==> config.mk <==
export PLATFORM = sky130hd
export DESIGN_NAME = wake_trigger
export DESIGN_NICKNAME = d
export VERILOG_FILES = /design/src/rtl/wt_pkg.sv /design/src/rtl/wt_hit_cmp.sv /design/src/rtl/wt_window.sv /design/src/rtl/wt_fire_ctl.sv /design/src/rtl/wake_trigger.sv
export SDC_FILE = /design/constraint.sdc
export NUM_CORES = 1
export LEC_CHECK = 0
export ABC_AREA = 0
export BUFFER_PORTS_ARGS = -buffer_cell sky130_fd_sc_hd__buf_2
export CAP_MARGIN = 20
export CORE_ASPECT_RATIO = 1.2
export CORE_MARGIN = 5
export CORE_UTILIZATION = 55
export CTS_CLUSTER_DIAMETER = 150
export CTS_CLUSTER_SIZE = 24
export DETAILED_ROUTE_END_ITERATION = 8
export PLACE_DENSITY_LB_ADDON = 0.25
export SETUP_SLACK_MARGIN = 0.1
export SYNTH_ARGS = -nofsm -noshare
export SYNTH_HDL_FRONTEND = slang
export SYNTH_SLANG_ARGS = --single-unit
==> constraint.sdc <==
create_clock -name clk -period 10.2 [get_ports clk]
set_input_delay 0 -clock clk [delete_from_list [all_inputs] [get_ports clk]]
set_output_delay 0 -clock clk [all_outputs]
set_load 0.02 [all_outputs]
==> src/rtl/wt_pkg.sv <==
package wt_pkg;

  // Population count of a hit vector; callers zero-extend narrower windows.
  function automatic int unsigned count_ones(input logic [31:0] v);
    int unsigned acc;
    acc = 0;
    for (int i = 0; i < 32; i++) begin
      acc = acc + int'(v[i]);
    end
    return acc;
  endfunction

endpackage

==> src/rtl/wt_hit_cmp.sv <==
module wt_hit_cmp #(
  parameter int SCORE_W = 8
) (
  input  logic [SCORE_W-1:0] score,
  input  logic [SCORE_W-1:0] thresh,
  output logic               hit
);
  // Strict comparison: a score equal to the threshold does not qualify.
  assign hit = (score > thresh);
endmodule

==> src/rtl/wt_window.sv <==
module wt_window
  import wt_pkg::*;
#(
  parameter int WIN_MAX = 8,
  parameter int CNT_W   = $clog2(WIN_MAX + 1)
) (
  input  logic             clk,
  input  logic             rst,
  input  logic             flush,
  input  logic             shift,
  input  logic             hit_in,
  input  logic [CNT_W-1:0] n_eff,
  output logic [CNT_W-1:0] count_q,
  output logic [CNT_W-1:0] count_next
);
  logic [WIN_MAX-1:0] win_q, win_d, len_mask;

  always_comb begin
    for (int i = 0; i < WIN_MAX; i++) begin
      len_mask[i] = (i < int'(n_eff));
    end
  end

  always_comb begin
    win_d = win_q;
    if (flush) begin
      win_d = '0;
    end else if (shift) begin
      win_d = {win_q[WIN_MAX-2:0], hit_in} & len_mask;
    end
  end

  assign count_next = CNT_W'(count_ones(32'(win_d)));

  always_ff @(posedge clk) begin
    if (rst) begin
      win_q   <= '0;
      count_q <= '0;
    end else begin
      win_q   <= win_d;
      count_q <= count_next;
    end
  end

  // after a shift the count never exceeds the window length in force
  a_r3_count_within_n: assert property (@(posedge clk) disable iff (rst)
    (shift && !flush) |=> (count_q <= $past(n_eff)));

  // a flush leaves an empty window
  a_r6_flush_empties: assert property (@(posedge clk) disable iff (rst)
    flush |=> (count_q == '0));

endmodule

==> src/rtl/wt_fire_ctl.sv <==
module wt_fire_ctl #(
  parameter int CNT_W = 4
) (
  input  logic             clk,
  input  logic             rst,
  input  logic             enable,
  input  logic             clr,
  input  logic             frame,
  input  logic [CNT_W-1:0] count_next,
  input  logic [CNT_W-1:0] k_raw,
  input  logic [CNT_W-1:0] n_eff,
  output logic             irq_q,
  output logic             flag_q
);
  logic [CNT_W-1:0] k_eff;
  logic             reachable;

  assign k_eff     = (k_raw == '0) ? CNT_W'(1) : k_raw;
  assign reachable = (k_eff <= n_eff);

  always_ff @(posedge clk) begin
    if (rst) begin
      irq_q  <= 1'b0;
      flag_q <= 1'b0;
    end else if (!enable || clr) begin
      irq_q  <= 1'b0;
    end else if (frame && reachable && (count_next >= k_eff)) begin
      irq_q  <= 1'b1;
      flag_q <= 1'b1;
    end
  end

  // the interrupt only rises at an edge that accepted a frame
  a_r4_rise_on_frame: assert property (@(posedge clk) disable iff (rst)
    $rose(irq_q) |-> $past(frame));

  // an unreachable K keeps a low interrupt low
  a_r5_unreachable_silent: assert property (@(posedge clk) disable iff (rst)
    (enable && !clr && !irq_q && (k_raw > n_eff)) |=> !irq_q);

  // disable forces the interrupt low
  a_r7_disable_low: assert property (@(posedge clk) disable iff (rst)
    !enable |=> !irq_q);

  // the detection flag is sticky
  a_r8_flag_sticky: assert property (@(posedge clk) disable iff (rst)
    flag_q |=> flag_q);

endmodule

==> src/rtl/wake_trigger.sv <==
module wake_trigger #(
  parameter int SCORE_W = 8,
  parameter int WIN_MAX = 8,
  parameter int CNT_W   = $clog2(WIN_MAX + 1)
) (
  input  logic               clk,
  input  logic               rst,
  input  logic [SCORE_W-1:0] score_i,
  input  logic               score_vld_i,
  input  logic [SCORE_W-1:0] thresh_i,
  input  logic [CNT_W-1:0]   need_k_i,
  input  logic [CNT_W-1:0]   win_n_i,
  input  logic               enable_i,
  input  logic               irq_clr_i,
  output logic               irq_o,
  output logic               detect_flag_o,
  output logic [CNT_W-1:0]   hit_count_o
);
  logic             hit;
  logic             flush;
  logic             frame;
  logic [CNT_W-1:0] n_eff;
  logic [CNT_W-1:0] count_next;

  assign n_eff = (win_n_i == '0)               ? CNT_W'(1) :
                 (win_n_i > CNT_W'(WIN_MAX))   ? CNT_W'(WIN_MAX) : win_n_i;
  assign flush = !enable_i || irq_clr_i;
  assign frame = enable_i && score_vld_i && !irq_clr_i;

  wt_hit_cmp #(.SCORE_W(SCORE_W)) u_cmp (
    .score  (score_i),
    .thresh (thresh_i),
    .hit    (hit)
  );

  wt_window #(.WIN_MAX(WIN_MAX), .CNT_W(CNT_W)) u_win (
    .clk        (clk),
    .rst        (rst),
    .flush      (flush),
    .shift      (frame),
    .hit_in     (hit),
    .n_eff      (n_eff),
    .count_q    (hit_count_o),
    .count_next (count_next)
  );

  wt_fire_ctl #(.CNT_W(CNT_W)) u_fire (
    .clk        (clk),
    .rst        (rst),
    .enable     (enable_i),
    .clr        (irq_clr_i),
    .frame      (frame),
    .count_next (count_next),
    .k_raw      (need_k_i),
    .n_eff      (n_eff),
    .irq_q      (irq_o),
    .flag_q     (detect_flag_o)
  );

  // idle cycles change nothing
  a_r9_idle_stable: assert property (@(posedge clk) disable iff (rst)
    (enable_i && !irq_clr_i && !score_vld_i) |=> ($stable(hit_count_o) && $stable(irq_o)));

  // a clear drops the interrupt and empties the count
  a_r6_clear_drops: assert property (@(posedge clk) disable iff (rst)
    irq_clr_i |=> (!irq_o && hit_count_o == '0));

endmodule

### After elaboration in Yosys (flattened, before gate mapping)

Cells that the tools add are included.

* register bits after elaboration: 14
* input bits: 29

* $lt $le $gt $ge: 12
* bitwise logic cells: 2
* add/sub/neg operators: 7
* reductions and logical operators: 11
* mux-type cells: 5

Operator list (count)
* 4-bit by 1-bit adder with 4-bit output: 6
* 3-bit by 4-bit < comparator with 1-bit output, first input constant: 4
* 8-bit 2-to-1 mux: 2
* 4-bit 2-to-1 mux: 3
* 8-bit bitwise AND: 1
* 8-bit > comparator: 1
* 4-bit zero test: 2
* 1-bit by 4-bit < comparator with 1-bit output, first input constant: 2
* 2-bit by 4-bit < comparator with 1-bit output, first input constant: 2
* 4-bit >= comparator: 1
* 4-bit > comparator, second input constant: 1
* 4-bit less-or-equal comparator: 1
* 1-bit logical AND: 4
* 1-bit by 1-bit adder with 2-bit output: 1
* 1-bit zero test: 2
* 2-bit AND reduction: 1
* 2-bit OR reduction: 1
* 1-bit logical OR: 1
* 1-bit inverter: 1

### Longest topological paths before layout

Gate-level depths: netlist of the first run.

* depth after elaboration: 17
* depth in mapped cells: 20

### Modules after synthesis

A second synthesis of the first run with hierarchy kept.

* cell total of the unflattened synthesis: 150
* area, all modules: 1325.0 µm²

Modules (own cells, without submodules)
* wt_window: area each 762.0 µm², cells each 79, sequential area each 240.2 µm², times used 1
* wt_fire_ctl: area each 295.3 µm², cells each 36, sequential area each 40.0 µm², times used 1
* wt_hit_cmp: area each 216.5 µm², cells each 27, sequential area each 0.0 µm², times used 1
* wake_trigger: area each 51.3 µm², cells each 8, sequential area each 0.0 µm², times used 1

### Least setup slack after synthesis of the first run

OpenSTA, ideal clock, no wires.

* kind: input to register
* start point: input port thresh_i[5]
* end point: register u_fire.irq_q
* data arrival time: 3.672 ns
* data required time: 10.076 ns
* buffers on the path: 0
* slack: 6.404 ns
* cell stages on the path: 20
* setup time: 0.124 ns
* cell sequence: inv_1 > ha_1 > a21oi_1 > o21ai_0 > a211oi_1 > a21oi_1 > ha_1 > inv_1 > fa_1 > inv_1 > fa_1 > fa_1 > inv_1 > fa_1 > xnor2_1 > ha_1 > o21a_1 > o211ai_1 > a221o_1 > a21oi_1

* word-level cells in the longest chain between the ends: 13

Ends and longest elaborated chain
* start: declaration: line wake_trigger.sv:10 `input logic [SCORE_W-1:0] thresh_i,`
* 8-bit > comparator: line wt_hit_cmp.sv:9 `assign hit = (score > thresh);`
* 8-bit bitwise AND: line wt_window.sv:29 `win_d = {win_q[WIN_MAX-2:0], hit_in} & len_mask;`
* 8-bit 2-to-1 mux: line wt_window.sv:28 `end else if (shift) begin`
* 8-bit 2-to-1 mux: line wt_window.sv:26 `if (flush) begin`
* named net u_win.win_d[0]: line wt_window.sv:16 `logic [WIN_MAX-1:0] win_q, win_d, len_mask;`
* 1-bit by 1-bit adder with 2-bit output: line wt_pkg.sv:8 `acc = acc + int'(v[i]);`
* 4-bit by 1-bit adder with 4-bit output (6 in a row): line wt_pkg.sv:8
* named net count_next[2]: line wake_trigger.sv:23 `logic [CNT_W-1:0] count_next;`
* 4-bit >= comparator: line wt_fire_ctl.sv:27 `end else if (frame && reachable && (count_next >= k_eff)) begin`
* 1-bit logical AND: line wt_fire_ctl.sv:27
* end signal: assignment: line wt_fire_ctl.sv:23 `irq_q <= 1'b0;`
* end signal: assignment: line wt_fire_ctl.sv:26 `irq_q <= 1'b0;`
* end signal: assignment: line wt_fire_ctl.sv:28 `irq_q <= 1'b1;`
* end: declaration: line wt_fire_ctl.sv:12 `output logic irq_q,`

The timed path passes the listed nets, and every way through them passes these cells.
A chain may end at the register's enable or synchronous reset.

### Worst setup path after layout of the first run

* start point: register u_win.win_q[0]
* end point: register u_fire.irq_q

* elaborated cells between the ends (all ways): 12
* those cells by class: 7 x add/sub; 1 x order compare; 2 x mux; 1 x bitwise; 1 x reduce/logical

RTL lines
* start: declaration: line wt_window.sv:16
* start signal: assignment: line wt_window.sv:40 `win_q <= win_d;`
* 8-bit 2-to-1 mux: line wt_window.sv:28
* 8-bit 2-to-1 mux: line wt_window.sv:26
* named net u_win.win_d[0]: line wt_window.sv:16
* 1-bit by 1-bit adder with 2-bit output: line wt_pkg.sv:8
* 4-bit by 1-bit adder with 4-bit output (6 in a row): line wt_pkg.sv:8
* named net count_next[2]: line wake_trigger.sv:23
* 4-bit >= comparator: line wt_fire_ctl.sv:27
* 1-bit logical AND: line wt_fire_ctl.sv:27

The timed path passes the listed nets, and every way through them passes these cells.

==> run metrics, run 1 <==
Area contributors post-synth=dfxtp_1, ha_1, inv_1, fa_1, a21oi_1; Tot GR Track Use=a little under a fifth; Avg WL per Cell=roughly 12 µm; syn nets=198; Yosys Warn Count=0; # diodes=0; Final nets=~240; status=finished, final reports clean; IO Port Bufs=34; Synth top cells by count=inv_1, ha_1, a21oi_1, dfxtp_1; GPL Wtd Cong=0.8000; CP bufs+invs=3; syn avg cell area=7.987 µm²; DRC viols=0; clock network fraction of total power=28.4%; Die X=52.04 µm; area added between synthesis and finish=19.64%; total core area=roughly 0.0020 mm²; H-Tree Depth=1; critical path required time=10.36 ns; clock sinks=14; CTS Buf Count=3; Initial DRC Count=10; Final Hold Fails=0; Distinct cells, synth=33; Die H=60.44 µm; Crit path top cell by count=fa_1; largest net degree at the start of global routing=9; CP Class=reg -> reg; FP Rows=18; Worst Max-Slew Pin Slew=0.4111 ns; Synth Cell Area=0.001166 mm²; Sum Neg Setup Slack=0 ns; ys async rst share=0%; post-CTS sizing=0; WP data arrival=4.08 ns; Max-slew headroom=between 70% and 80%; Die ar.=0.003145 mm²; first-pass GRT wire length=4.229 mm; Area after DPL=around 0.0014 mm²; Leak Pwr=0.7107 nW; Max Slew Vio Count=0; crit path cell chain=or2_2, o31a_1, nand2_1, a21oi_1, ha_1, inv_1, fa_1, inv_1, fa_1, fa_1, inv_1, fa_1, xnor2_1, ha_1, o21a_1, o211ai_1, a221o_1, a21oi_1; CTS tree=done; router iterations before antenna repair=4; via density per instance=around 5.3; crit-path max cell delay=around 0.50 ns; total gr overflow=0; f_max=0.2555 GHz; Combinational Power Share=22.8%; VDD IR max=0.08247 mV; clock skew after layout=approximately 0.0054 ns; clk slew on worst S/H paths=0.09 ns; Worst Hold Class=in -> reg; layout cells sized above 1=about 23%; top_reg_cell synth=dfxtp_1; setup violators final=0; vias=1118; Critical Path End Type=flip-flop; Routed Antenna Nets=0; post-route cell area=0.001395 mm²; Switch Pwr=31.92 µW; Post-synth EDFFs=0; vias in the first global route=1100; top cell type's share of synthesized area=24.03%; Worst path slowest cell=fa_1; post-detail-place hpwl=2.227 mm; clock root cell=clkbuf_4; max-cap viol count=0; Mapped Cells=around 150; family with the most delay on the worst path=adder cells; P_int=80.63 µW; drt total wl=2.544 mm; initial core utilization=roughly 57%; cell area power density=80.67 mW/mm²; worst-skew pair later-pin latency=~0.28 ns; clock tree buffer depth=2; Critical Path Source Type=flip-flop; Flop pwr share=48.8%; Period Utilization, post-route=38.37%; RSZ-0062 raised after global routing=false; Seq/Total Area, Yosys=24.03%; count leader, synth=inv_1; FF+latch count, synth=14; initial antenna violation count=0; switching share of power=28.36%; area leader, netlist=dfxtp_1; Max FO, Critical Path=3; I/O pins=35; Tmin final=just under 4 ns
==> state kept, by name (all words and copies together) (netlist names) <==
signal,flops
u_win.win_q,8
u_win.count_q,4
u_fire.flag_q,1
u_fire.irq_q,1
==> kinds of logic after synthesis <==
family	share of synthesized area [%]
simple gates	20.39
compound gates	17.92
buf+inv	9.657
fa+ha+maj	27.25
flops	24.03
xor+xnor	0.7512
==> power groups by stage <==
stage	Combinational [mW]	Clock [mW]	Sequential, mW
6_report	0.0257	0.0319	0.0549
5_1_grt	0.0297	0.0339	0.0550
4_1_cts	0.0262	0.0315	0.0549
3_5_place_dp	0.0258	0	0.0562
3_3_place_gp	0.0244	0	0.0562
2_1_floorplan	0.0148	0	0.0563
==> cell type report <==
| class | instances | area, µm² |
|---|---|---|
| clock buffer | 3 | 22.52 |
| tap | 30 | 37.54 |
| fill | 199 | 654.4 |
| sequential | 14 | 280.3 |
| timing repair buffer | 35 | 180.2 |
| inverter | 27 | 101.3 |
| multi-input combinational | 102 | 773.2 |
==> repair_timing <==
item | 4_1_cts | 5_1_grt
endpoints found under the setup margin | 0 | 0
hold buffers | 1 | 0
buffers inserted | 0 | 0
endpoints found under the hold margin | 6 | 0
==> worst paths after layout <==
path | startpoint | endpoint | slack [ns] | cells after the start
min reg2reg | u_fire.flag_q | u_fire.flag_q | 0.46 | 2
max | u_win.win_q[0] | u_fire.irq_q | 6.29 | 18
min | score_i[7] | u_win.win_q[0] | 0.13 | 4
max reg2reg | u_win.win_q[0] | u_fire.irq_q | 6.29 | 18
==> layout by cell type (no fill, tap or decap), drive strengths merged <==
cell / netlist / layout
a211o: 1 / 1
a211oi: 1 / 1
a21o: 2 / 2
a21oi: 14 / 14
a221o: 1 / 1
a32oi: 2 / 2
and2: 1 / 1
and2b: 1 / 1
and3: 2 / 2
buf: 0 / 34
clkbuf: 3 / 3
dfxtp: 14 / 14
dlygate4sd3: 0 / 1
fa: 4 / 4
ha: 19 / 19
inv: 27 / 27
nand2: 11 / 11
nand2b: 5 / 5
nand3: 1 / 1
nand4: 3 / 3
nor2: 11 / 11
nor2b: 6 / 6
nor3: 2 / 2
o211ai: 2 / 2
o21a: 3 / 3
o21ai: 3 / 3
o221ai: 1 / 1
o311ai: 1 / 1
o31a: 1 / 1
or2: 2 / 2
or3: 1 / 1
xnor2: 1 / 1
==> through the flow <==
stage / total power [mW] / hold WS (ns) / util (%) / instances / setup slack [ns]
floorplan: 0.07113 / 0.06669 / - / 146 / 6.404
global placement: 0.08057 / 0.2679 / 66.48 / 207 / 6.182
detailed placement: 0.08200 / 0.2896 / 66.48 / 207 / 6.042
CTS: 0.1126 / 0.1376 / 68.07 / 211 / 6.254
global route: 0.1186 / 0.1548 / 68.07 / 211 / 6.069
finish: 0.1125 / 0.1295 / 68.07 / 211 / 6.286
==> tightest hold or removal path: cells and delay by family <==
| kind | cells | cell delay [ns] |
|---|---|---|
| buffers and inverters | 1 | 0.08 |
| AOI/OAI and AO/OA | 2 | 0.17 |
| adders and majority gates | 1 | 0.14 |
==> per-layer routing <==
| metal | GRT usage (%) | part of all wire, % |
|---|---|---|
| met4 | 9.363 | 2.5 |
| met5 | 0 | 0 |
| met2 | 35.37 | 54 |
| met3 | 2.457 | 4.4 |
| met1 | 18.14 | 39 |
Power figures use the tool's default switching activity.
==> run 2, diff against run 1 <==
Settings changed: CORE_UTILIZATION 55 to 51.
Clock period 10.2 ns to 4.1 ns, I/O delays scaled along.
==> run metrics, run 2 (synthesis results as in run 1) <==
Die ar.=0.003347 mm² (+6.4%); area added between synthesis and finish=23.39%; critical path required time=4.31 ns (-6.05 ns); status=finished, final reports clean; Critical Path End Type=flip-flop; router iterations before antenna repair=4 (unchanged); Top reg by flops=u_win.win_q; number of flip-flops in the largest register=8 (unchanged); post-route worst setup slack=0.2261 ns (-6.060 ns); Critical R2R Launch=u_win.win_q[0]; worst hold slack=0.1381 ns (+0.008571 ns); worst slack at placement=-0.08135 ns (-6.124 ns); H-Tree Depth=1 (unchanged); IO Port Bufs=34 (unchanged); clock root cell=clkbuf_4; FF-to-FF setup slack=0.23 ns (-6.06 ns); Worst Hold Class=in -> reg; total gr overflow=0 (unchanged); HP Start=score_i[7]; Final nets=236 (+0.43%); CP Class=reg -> reg; I/O pins=35 (unchanged); f_max=0.2581 GHz (+1.0%); CTS tree=done; crit path cell chain=or2_4, o31a_1, nand2_1, a21oi_1, ha_1, inv_1, fa_1, inv_1, fa_1, fa_2, inv_2, fa_2, xnor2_2, ha_1, o21a_1, o211ai_1, a221o_1, a21oi_1; CTS Buf Count=3 (unchanged); FP Rows=19 (+1); vias in the first global route=1055 (-4.1%); Tmin final=3.874 ns (-0.03994 ns); Max Slew Vio Count=0 (unchanged); final instance count without filler cells=214 (+1.4%); Initial DRC Count=25 (+15); Final Hold Fails=0 (unchanged); initial core utilization=52.18% (-4.7 points); DRC viols=0 (unchanged); worst-skew pair later-pin latency=0.27 ns (about the same); most common cell after layout, fill and taps aside=buf_2; Die H=62.38 µm (+3.2%); crit-path max cell delay=0.50 ns (about the same); Period Utilization, post-route=94.49% (+56 points); total core area=0.002235 mm² (+9.0%); RSZ-0062 raised after global routing=false; clock tree buffer depth=2 (unchanged); Design Power=301.5 µW (+170%); Avg WL per Cell=12.45 µm (+3.3%); # diodes=0 (unchanged); Leak Pwr=0.7333 nW (+3.2%); Max FO, Critical Path=3 (unchanged); VDD IR max=0.2217 mV (+170%); fin util=64.39% (-3.7 points); Top Registers=u_win.win_q: 8 flops, u_win.count_q: 4 flops; clk slew on worst S/H paths=0.08 ns (about the same); Critical Path Source Type=flip-flop; Routed Antenna Nets=0 (unchanged); largest net degree at the start of global routing=9 (unchanged); clock sinks=14 (unchanged); WP data arrival=4.08 ns (about the same); Worst path slowest cell=fa_1; dpl cells=208 (+0.48%); drt total wl=2.665 mm (+4.8%); GPL Wtd Cong=0.8575 (+7.2%); Worst Max-Slew Pin Slew=0.3253 ns (-0.08583 ns); post-detail-place hpwl=2.305 mm (+3.5%); crit path launch=u_win.win_q[0]; Tot GR Track Use=16.04% (-2.0 points); clock skew after layout=0.001603 ns (-0.003816 ns); commonest non-fill, non-tap cells in the layout=buf_2, inv_1, ha_1; via density per instance=5.033 (-5.0%); Die X=53.65 µm (+3.1%); Max-slew headroom=78.04% (+5.8 points); vias=1077 (-3.7%); initial antenna violation count=0 (unchanged); max-cap viol count=0 (unchanged); layout cells sized above 1=26.78% (+4.1 points); cell area power density=209.6 mW/mm² (+160%); first-pass GRT wire length=4.140 mm (-2.1%); setup violators final=0 (unchanged)
-- run 2: power by group --
| part | switching (mW) | total, mW | internal, mW |
|---|---|---|---|
| Clock | 0.0439 | 0.0979 | 0.0540 |
| Combinational | 0.0355 | 0.0669 | 0.0314 |
| Sequential | 0.000303 | 0.137 | 0.136 |
-- run 2: cell type report --
cell class,instances,area [µm²]
multi-input cells,102,793.3
inverters,27,101.3
clock buffers,4,36.28
fillers,223,795.8
flip-flops and latches,14,281.5
well taps,31,38.79
repair buffers,36,187.7
-- run 2: path summary, 6_finish.rpt --
path | end | cells past startpoint
max reg2reg | u_fire.irq_q | 18
min reg2reg | u_fire.flag_q | 2
min | u_win.win_q[0] | 4
max | u_fire.irq_q | 18
-- run 2: repair_timing --
item,4_1_cts,5_1_grt
gates resized for setup,0,8
hold endpoints to repair,4,0
buffers inserted,0,1
setup endpoints to repair,0,2
hold buffers,1,0
-- run 2: through the flow --
| stage | instance area, µm² | setup TNS (ns) |
|---|---|---|
| final | 1439 | 0 |
| after global routing | 1439 | 0 |
| after CTS | 1410 | 0 |
| after detailed placement | 1364 | -0.1549 |
| after global placement | 1364 | 0 |
| after floorplan | 1166 | 0 |
-- run 2: critical path, delay by kind of cell, from the launching register on --
kind	cells	cell delay, ns
compound gates	6	0.79
buf+inv	3	0.14
fa+ha+maj	6	2.11
simple gates	2	0.29
xor+xnor	1	0.15
flops	1	0.34
-- run 2: per-layer routing --
| layer | GRT usage [%] | share of wire [%] | up-vias |
|---|---|---|---|
| li1 | - | - | 563 |
| met1 | 18.22 | 44 | 490 |
| met2 | 28.99 | 52 | 20 |
| met3 | 0.7160 | 2.0 | 4 |
| met4 | 7.668 | 2.0 | 0 |
| met5 | 0 | 0 | - |
